==> config.mk <==
export PLATFORM = sky130hd
export DESIGN_NAME = hart_timer_unit
export DESIGN_NICKNAME = d
export VERILOG_FILES = /design/src/rtl/htimer_pkg.sv /design/src/rtl/htimer_ctrl.sv /design/src/rtl/htimer_datapath.sv /design/src/rtl/hart_timer_unit.sv
export SDC_FILE = /design/constraint.sdc
export NUM_CORES = 1
export LEC_CHECK = 0
export BUFFER_PORTS_ARGS = -buffer_cell sky130_fd_sc_hd__buf_2
export CAP_MARGIN = 20
export CORE_UTILIZATION = 30
export CTS_CLUSTER_DIAMETER = 150
export DETAILED_ROUTE_END_ITERATION = 7
export SLEW_MARGIN = 20
export SYNTH_ARGS = -nofsm -noshare
export SYNTH_HDL_FRONTEND = slang
export SYNTH_SLANG_ARGS = --single-unit
==> constraint.sdc <==
create_clock -name clk -period 5.55 [get_ports clk]
set_input_delay 1.11 -clock clk [delete_from_list [all_inputs] [get_ports clk]]
set_output_delay 1.11 -clock clk [all_outputs]
set_load 0.01 [all_outputs]
==> src/rtl/htimer_pkg.sv <==
package htimer_pkg;
  localparam int TIME_W   = 64;
  localparam int HALF_W   = TIME_W / 2;
  localparam int NUM_REGS = 5;
  localparam int SEL_W    = 3;

  // register select codes
  localparam int SEL_TIME  = 0;
  localparam int SEL_MCMP  = 1;
  localparam int SEL_SCMP  = 2;
  localparam int SEL_VSCMP = 3;
  localparam int SEL_OFFS  = 4;

  typedef struct packed {
    logic [NUM_REGS-1:0] wrLo;
    logic [NUM_REGS-1:0] wrHi;
    logic                tickInc;
  } strobe_t;
endpackage

==> src/rtl/htimer_ctrl.sv <==
module htimer_ctrl
  import htimer_pkg::*;
(
  input  logic             clk,
  input  logic             rstN,
  input  logic             tickEn,
  input  logic             wrEn,
  input  logic [SEL_W-1:0] wrSel,
  input  logic [1:0]       wrMask,
  output strobe_t          strb
);
  logic [NUM_REGS-1:0] regHit;

  generate
    for (genvar i = 0; i < NUM_REGS; i++) begin : g_dec
      assign regHit[i]      = wrEn && (wrSel == SEL_W'(i));
      assign strb.wrLo[i]   = regHit[i] && wrMask[0];
      assign strb.wrHi[i]   = regHit[i] && wrMask[1];
    end
  endgenerate

  // a write to the count overrides the tick
  assign strb.tickInc = tickEn && !(strb.wrLo[SEL_TIME] || strb.wrHi[SEL_TIME]);

  // at most one register is targeted per cycle
  p_single_target_r10: assert property (@(posedge clk) disable iff (!rstN)
    $onehot0(strb.wrLo | strb.wrHi));

  // time write and tick together never produce an increment
  p_write_beats_tick_r3: assert property (@(posedge clk) disable iff (!rstN)
    (tickEn && wrEn && wrSel == SEL_W'(SEL_TIME) && wrMask != 2'b00) |-> !strb.tickInc);
endmodule

==> src/rtl/htimer_datapath.sv <==
module htimer_datapath
  import htimer_pkg::*;
(
  input  logic              clk,
  input  logic              rstN,
  input  strobe_t           strb,
  input  logic [TIME_W-1:0] wrData,
  output logic [TIME_W-1:0] timeQ,
  output logic              mtPend,
  output logic              stPend,
  output logic              vstPend
);
  logic [TIME_W-1:0] regQ [NUM_REGS];
  logic [TIME_W-1:0] effVsTime;

  generate
    for (genvar i = 0; i < NUM_REGS; i++) begin : g_reg
      localparam logic [TIME_W-1:0] RST_VAL =
        (i == SEL_TIME || i == SEL_OFFS) ? '0 : '1;
      always_ff @(posedge clk) begin
        if (!rstN) begin
          regQ[i] <= RST_VAL;
        end else if (strb.wrLo[i] || strb.wrHi[i]) begin
          if (strb.wrLo[i]) regQ[i][HALF_W-1:0]      <= wrData[HALF_W-1:0];
          if (strb.wrHi[i]) regQ[i][TIME_W-1:HALF_W] <= wrData[TIME_W-1:HALF_W];
        end else if (i == SEL_TIME && strb.tickInc) begin
          regQ[i] <= regQ[i] + TIME_W'(1);
        end
      end
    end
  endgenerate

  assign timeQ     = regQ[SEL_TIME];
  assign effVsTime = regQ[SEL_TIME] + regQ[SEL_OFFS];  // carry dropped
  assign mtPend    = regQ[SEL_TIME] >= regQ[SEL_MCMP];
  assign stPend    = regQ[SEL_TIME] >= regQ[SEL_SCMP];
  assign vstPend   = effVsTime      >= regQ[SEL_VSCMP];

  // a tick advances the count by one
  p_tick_step_r2: assert property (@(posedge clk) disable iff (!rstN)
    strb.tickInc |=> timeQ == $past(timeQ) + TIME_W'(1));

  // full write of the count loads the data exactly
  p_time_load_r3: assert property (@(posedge clk) disable iff (!rstN)
    (strb.wrLo[SEL_TIME] && strb.wrHi[SEL_TIME]) |=> timeQ == $past(wrData));

  // without strobe or tick the count holds
  p_time_hold_r10: assert property (@(posedge clk) disable iff (!rstN)
    !(strb.wrLo[SEL_TIME] || strb.wrHi[SEL_TIME] || strb.tickInc) |=> $stable(timeQ));

  // a low-half write leaves the high half of the count alone
  p_half_keep_r9: assert property (@(posedge clk) disable iff (!rstN)
    (strb.wrLo[SEL_TIME] && !strb.wrHi[SEL_TIME])
      |=> timeQ[TIME_W-1:HALF_W] == $past(timeQ[TIME_W-1:HALF_W]));
endmodule

==> src/rtl/hart_timer_unit.sv <==
module hart_timer_unit
  import htimer_pkg::*;
(
  input  logic              clk,
  input  logic              rstN,
  input  logic              tickEn,
  input  logic              wrEn,
  input  logic [SEL_W-1:0]  wrSel,
  input  logic [1:0]        wrMask,
  input  logic [TIME_W-1:0] wrData,
  output logic [TIME_W-1:0] machTime,
  output logic [TIME_W-1:0] superTime,
  output logic              mPendMtimer,
  output logic              mPendStimer,
  output logic              sPendStimer,
  output logic              hPendVstimer
);
  strobe_t           strb;
  logic [TIME_W-1:0] timeQ;
  logic              mtPend, stPend, vstPend;

  htimer_ctrl u_ctrl (
    .clk(clk), .rstN(rstN), .tickEn(tickEn), .wrEn(wrEn),
    .wrSel(wrSel), .wrMask(wrMask), .strb(strb)
  );

  htimer_datapath u_dp (
    .clk(clk), .rstN(rstN), .strb(strb), .wrData(wrData),
    .timeQ(timeQ), .mtPend(mtPend), .stPend(stPend), .vstPend(vstPend)
  );

  assign machTime     = timeQ;
  assign superTime    = timeQ;
  assign mPendMtimer  = mtPend;
  assign mPendStimer  = stPend;
  assign sPendStimer  = stPend;
  assign hPendVstimer = vstPend;

  // one cycle out of reset the count is zero and nothing is pending
  p_reset_quiet_r1: assert property (@(posedge clk)
    $past(!rstN) && rstN |-> (machTime == '0 && !mPendMtimer && !sPendStimer && !hPendVstimer));
endmodule

==> run_summary.xml <==
<?xml version="1.0" encoding="UTF-8"?>
<metrics>
  <group name="synthesis">
    <metric name="syn-cell-area" unit="um2">22410</metric>
    <metric name="yosys_most_used_dff" unit="">sky130_fd_sc_hd__edfxtp_1</metric>
    <metric name="synth_nets" unit="">2582</metric>
    <metric name="syn-instance-count" unit="">2252</metric>
    <metric name="syn-mean-instance-area" unit="um2">9.952</metric>
    <metric name="register_area_share_after_synthesis" unit="%">42.88</metric>
    <metric name="synth-edff-count" unit="">320</metric>
    <metric name="ys_async_sr_fraction" unit="%">0</metric>
    <metric name="synth_top_cell_by_area" unit="">sky130_fd_sc_hd__edfxtp_1</metric>
    <metric name="yosys.cell_types.count" unit="">63</metric>
    <metric name="yosysWarnings" unit="">0</metric>
    <metric name="synthTopCellsByArea" unit="">sky130_fd_sc_hd__edfxtp_1, sky130_fd_sc_hd__ha_1, sky130_fd_sc_hd__a21o_1</metric>
    <metric name="synth_top_area_share" unit="%">42.88</metric>
    <metric name="synth.ff_latch_count" unit="">320</metric>
  </group>
  <group name="drt">
    <metric name="routed_wire_length_per_instance" unit="um">19.39</metric>
    <metric name="dr.pass1.iters" unit="">5</metric>
    <metric name="detail_route.vias_per_cell" unit="">5.022</metric>
    <metric name="routed_wirelength" unit="um">68460</metric>
    <metric name="detailed_route_drc_error_count" unit="">0</metric>
    <metric name="vias_post_dr" unit="">17733</metric>
    <metric name="drt_first_iter_violations" unit="">1370</metric>
    <metric name="final_antenna_net_count" unit="">0</metric>
  </group>
  <group name="clock_network">
    <metric name="cts_buffers" unit="">35</metric>
    <metric name="clkSinkCount" unit="">320</metric>
    <metric name="clk_pin_slew" unit="ps">60</metric>
    <metric name="cts.htree.levels" unit="">2</metric>
    <metric name="insertion_delay" unit="ps">540</metric>
    <metric name="clock_path_buffers" unit="">3</metric>
    <metric name="cts_tree" unit="">built</metric>
    <metric name="clockRootBuffer" unit="">sky130_fd_sc_hd__clkbuf_16</metric>
  </group>
  <group name="global_route">
    <metric name="global_route.usage.total" unit="%">17.85</metric>
    <metric name="global_route.overflow_total" unit="">0</metric>
    <metric name="pin_count_of_the_biggest_net_entering_global_routing" unit="">68</metric>
    <metric name="first_global_vias" unit="">17101</metric>
    <metric name="grt_antenna_before_repair" unit="">20</metric>
    <metric name="grt_pass1_wl" unit="um">103400</metric>
  </group>
  <group name="status">
    <metric name="run_status" unit="">complete, but fails checks</metric>
    <metric name="failed_checks" unit="">setup timing</metric>
  </group>
  <group name="layout">
    <metric name="layout.cell_area.non_filler" unit="um2">26990</metric>
    <metric name="synthToLayoutAreaGrowth" unit="%">20.43</metric>
    <metric name="final_layout_net_count" unit="">2872</metric>
    <metric name="layout.filler_cells" unit="">7272</metric>
    <metric name="largest_register_ffs" unit="">320</metric>
    <metric name="regMostFlops" unit="">u_dp.regQ</metric>
    <metric name="final_layout_size_suffix_gt1_share" unit="%">21.14</metric>
    <metric name="biggestRegsByFlops" unit="">u_dp.regQ: 320 flops</metric>
    <metric name="fin_util" unit="%">36.75</metric>
    <metric name="post_layout_nonfiller_instances" unit="">3531</metric>
  </group>
  <group name="sta">
    <metric name="worst_slew_pin_slew" unit="ps">793.7</metric>
    <metric name="report.final.setup_viol" unit="">1</metric>
    <metric name="fin_crit" unit="ps">5938</metric>
    <metric name="worst_clock_skew" unit="ps">13.70</metric>
    <metric name="final-hold-violation-count" unit="">0</metric>
    <metric name="worst_slack_on_hold_paths" unit="ps">777.3</metric>
    <metric name="setup_repair_after_global_routing_missed_its_margin" unit="">true</metric>
    <metric name="timing.fmax" unit="MHz">168.4</metric>
    <metric name="final.period_utilization" unit="%">107.0</metric>
    <metric name="timing.max_slew.rel_slack" unit="%">47.09</metric>
    <metric name="final_max_slew_viol_count" unit="">0</metric>
    <metric name="setup_slack_of_the_critical_path_after_layout" unit="ps">-388.0</metric>
  </group>
  <group name="worst_setup_path">
    <metric name="worstPathMaxFanout" unit="">6</metric>
    <metric name="critical_path.endpoint_type" unit="">output pin</metric>
    <metric name="worst_ep_arrival_time" unit="ps">4830</metric>
    <metric name="reg_to_reg_setup_timing_slack" unit="ps">1770</metric>
    <metric name="setup.worst_path.start_class" unit="">register</metric>
    <metric name="worst_path_required_time" unit="ps">4440</metric>
    <metric name="worstSetupPathType" unit="">register to output pin</metric>
  </group>
  <group name="placement">
    <metric name="gp_congestion" unit="">0.9484</metric>
    <metric name="place_area" unit="um2">25290</metric>
    <metric name="cells_after_dpl" unit="">3453</metric>
    <metric name="place.detailed.hpwl" unit="um">51000</metric>
    <metric name="numPortBuffers" unit="">204</metric>
  </group>
  <group name="worst_hold_path">
    <metric name="holdCritPathClass" unit="">register to register</metric>
  </group>
  <group name="power">
    <metric name="power.total" unit="uW">7150</metric>
    <metric name="pwr_density_cell" unit="nW/um2">264.9</metric>
    <metric name="power_leakage" unit="uW">0.01190</metric>
    <metric name="vdd_ir_drop_max" unit="uV">194.5</metric>
  </group>
  <group name="flow_run">
    <metric name="max_cap_viols" unit="">0</metric>
  </group>
  <group name="floorplanning">
    <metric name="floorplan.die_area" unit="um2">75800</metric>
    <metric name="cell_rows" unit="">99</metric>
    <metric name="starting_density_of_the_core" unit="%">30.51</metric>
    <metric name="dieWidth" unit="um">275.3</metric>
    <metric name="coreArea" unit="um2">73450</metric>
    <metric name="boundaryPins" unit="">205</metric>
    <metric name="die_height" unit="um">275.3</metric>
  </group>
</metrics>
[cell type report]
class                           instances  area, um2  area share, %
Antenna cell                            8      20.02        0.07417
Timing Repair Buffer                  402       2547          9.438
Sequential cell                       320       9609          35.60
Inverter                              212      795.8          2.948
Clock inverter                         18      192.7         0.7139
Tap cell                              959       1200          4.446
Multi-Input combinational cell       1571      11690          43.29
Clock buffer                           41      940.9          3.486
[worst max-delay path, stage by stage (launching register included)]
cell,delay [ps]
sky130_fd_sc_hd__edfxtp_1,400
sky130_fd_sc_hd__ha_1,320
sky130_fd_sc_hd__buf_4,150
sky130_fd_sc_hd__and4_4,270
sky130_fd_sc_hd__nand3_1,150
sky130_fd_sc_hd__a2111oi_4,320
sky130_fd_sc_hd__buf_4,190
sky130_fd_sc_hd__nor2_2,50
sky130_fd_sc_hd__o21ba_4,210
sky130_fd_sc_hd__xnor2_1,120
sky130_fd_sc_hd__ha_2,160
sky130_fd_sc_hd__a21o_1,170
sky130_fd_sc_hd__a21o_1,170
sky130_fd_sc_hd__a21oi_1,110
sky130_fd_sc_hd__o21ai_1,100
sky130_fd_sc_hd__a221oi_2,300
sky130_fd_sc_hd__o211ai_1,150
sky130_fd_sc_hd__a221oi_2,370
sky130_fd_sc_hd__o31ai_4,150
sky130_fd_sc_hd__a21o_1,260
sky130_fd_sc_hd__buf_2,160
[cells by family (layout without fill, tap and decap cells)]
| logic type | after synthesis | after routing | share of synthesized area [%] |
|---|---|---|---|
| XOR/XNOR | 125 | 125 | 4.885 |
| adder cells (fa/ha/maj) | 257 | 257 | 14.38 |
| buffers and inverters | 361 | 673 | 7.191 |
| AND/OR/NAND/NOR | 714 | 714 | 17.16 |
| flip-flops | 320 | 320 | 42.88 |
| other | 0 | 8 | 0 |
| AO/OA/AOI/OAI | 475 | 475 | 13.51 |
[power by group]
group | internal, uW | total (uW) | switching (uW)
Combinational | 787 | 1870 | 1080
Sequential | 2820 | 2880 | 68.4
Clock | 1400 | 2400 | 1000
[cells in the final DEF, fill, tap and decap left out, types with 116 or more instances in the layout]
cell type                  netlist  routed
sky130_fd_sc_hd__buf_2          10     204
sky130_fd_sc_hd__a21o_1        120     120
sky130_fd_sc_hd__nand2_1       175     170
sky130_fd_sc_hd__inv_1         212     211
sky130_fd_sc_hd__ha_1          256     246
sky130_fd_sc_hd__buf_4          65     196
sky130_fd_sc_hd__edfxtp_1      320     320
sky130_fd_sc_hd__o21ai_0       128     116
sky130_fd_sc_hd__or3_1         135     134
sky130_fd_sc_hd__a21oi_1       126     117
[worst paths after layout]
| check | startpoint | end | depth (start not counted) |
|---|---|---|---|
| max | u_dp.regQ[0][10] | hPendVstimer | 20 |
| min reg2reg | u_dp.regQ[0][0] | u_dp.regQ[0][0] | 2 |
| max reg2reg | u_dp.regQ[0][32] | u_dp.regQ[0][60] | 10 |
| min | u_dp.regQ[0][0] | u_dp.regQ[0][0] | 2 |
[metal layers]
| metal | share of wire [%] | vias up | routed length [um] | global-route usage (%) |
|---|---|---|---|---|
| li1 | - | 8617 | - | - |
| met1 | 46 | 8541 | 31600 | 24.62 |
| met2 | 44 | 437 | 30260 | 27.66 |
| met3 | 6.6 | 116 | 4549 | 3.993 |
| met4 | 2.8 | 22 | 1912 | 5.539 |
| met5 | 0.20 | - | 139 | 0 |
[cell usage after synthesis (all sizes together), types with 2 or more instances]
| master | count |
|---|---|
| a41oi | 4 |
| xor2 | 67 |
| nor2b | 12 |
| a211oi | 10 |
| a211o | 2 |
| a221oi | 5 |
| nor3 | 14 |
| clkbuf | 72 |
| a31o | 3 |
| a21o | 120 |
| o21ba | 2 |
| nor2 | 61 |
| buf | 77 |
| inv | 212 |
| o2111ai | 3 |
| o21a | 6 |
| and2 | 75 |
| and4 | 11 |
| nand2b | 82 |
| a31oi | 12 |
| nand2 | 175 |
| o21ai | 134 |
| or3 | 135 |
| nand3 | 46 |
| o21bai | 11 |
| a21boi | 5 |
| a2111oi | 6 |
| xnor2 | 58 |
| nor4 | 10 |
| edfxtp | 320 |
| and3 | 17 |
| o41ai | 2 |
| o221ai | 4 |
| ha | 256 |
| o211ai | 11 |
| nand4 | 70 |
| a21oi | 127 |
| o31ai | 3 |
[stage by stage]
step | TNS [ps] | setup WS, ps
5_1_grt | -575.2 | -575.2
2_1_floorplan | 0 | 362.2
3_5_place_dp | -399.8 | -399.8
6_report | -388.0 | -388.0
3_3_place_gp | -306.8 | -306.8
4_1_cts | -478.1 | -478.1
[timing repair]
| item | CTS | global route |
|---|---|---|
| hold endpoints to repair | 0 | 0 |
| setup endpoints to repair | 1 | 1 |
| buffers inserted | 2 | 9 |
| resized for setup | 39 | 51 |
| hold buffers | 0 | 0 |
| pin swaps | 30 | 39 |
| gates cloned | 0 | 0 |
Power figures use the tool's default switching activity.
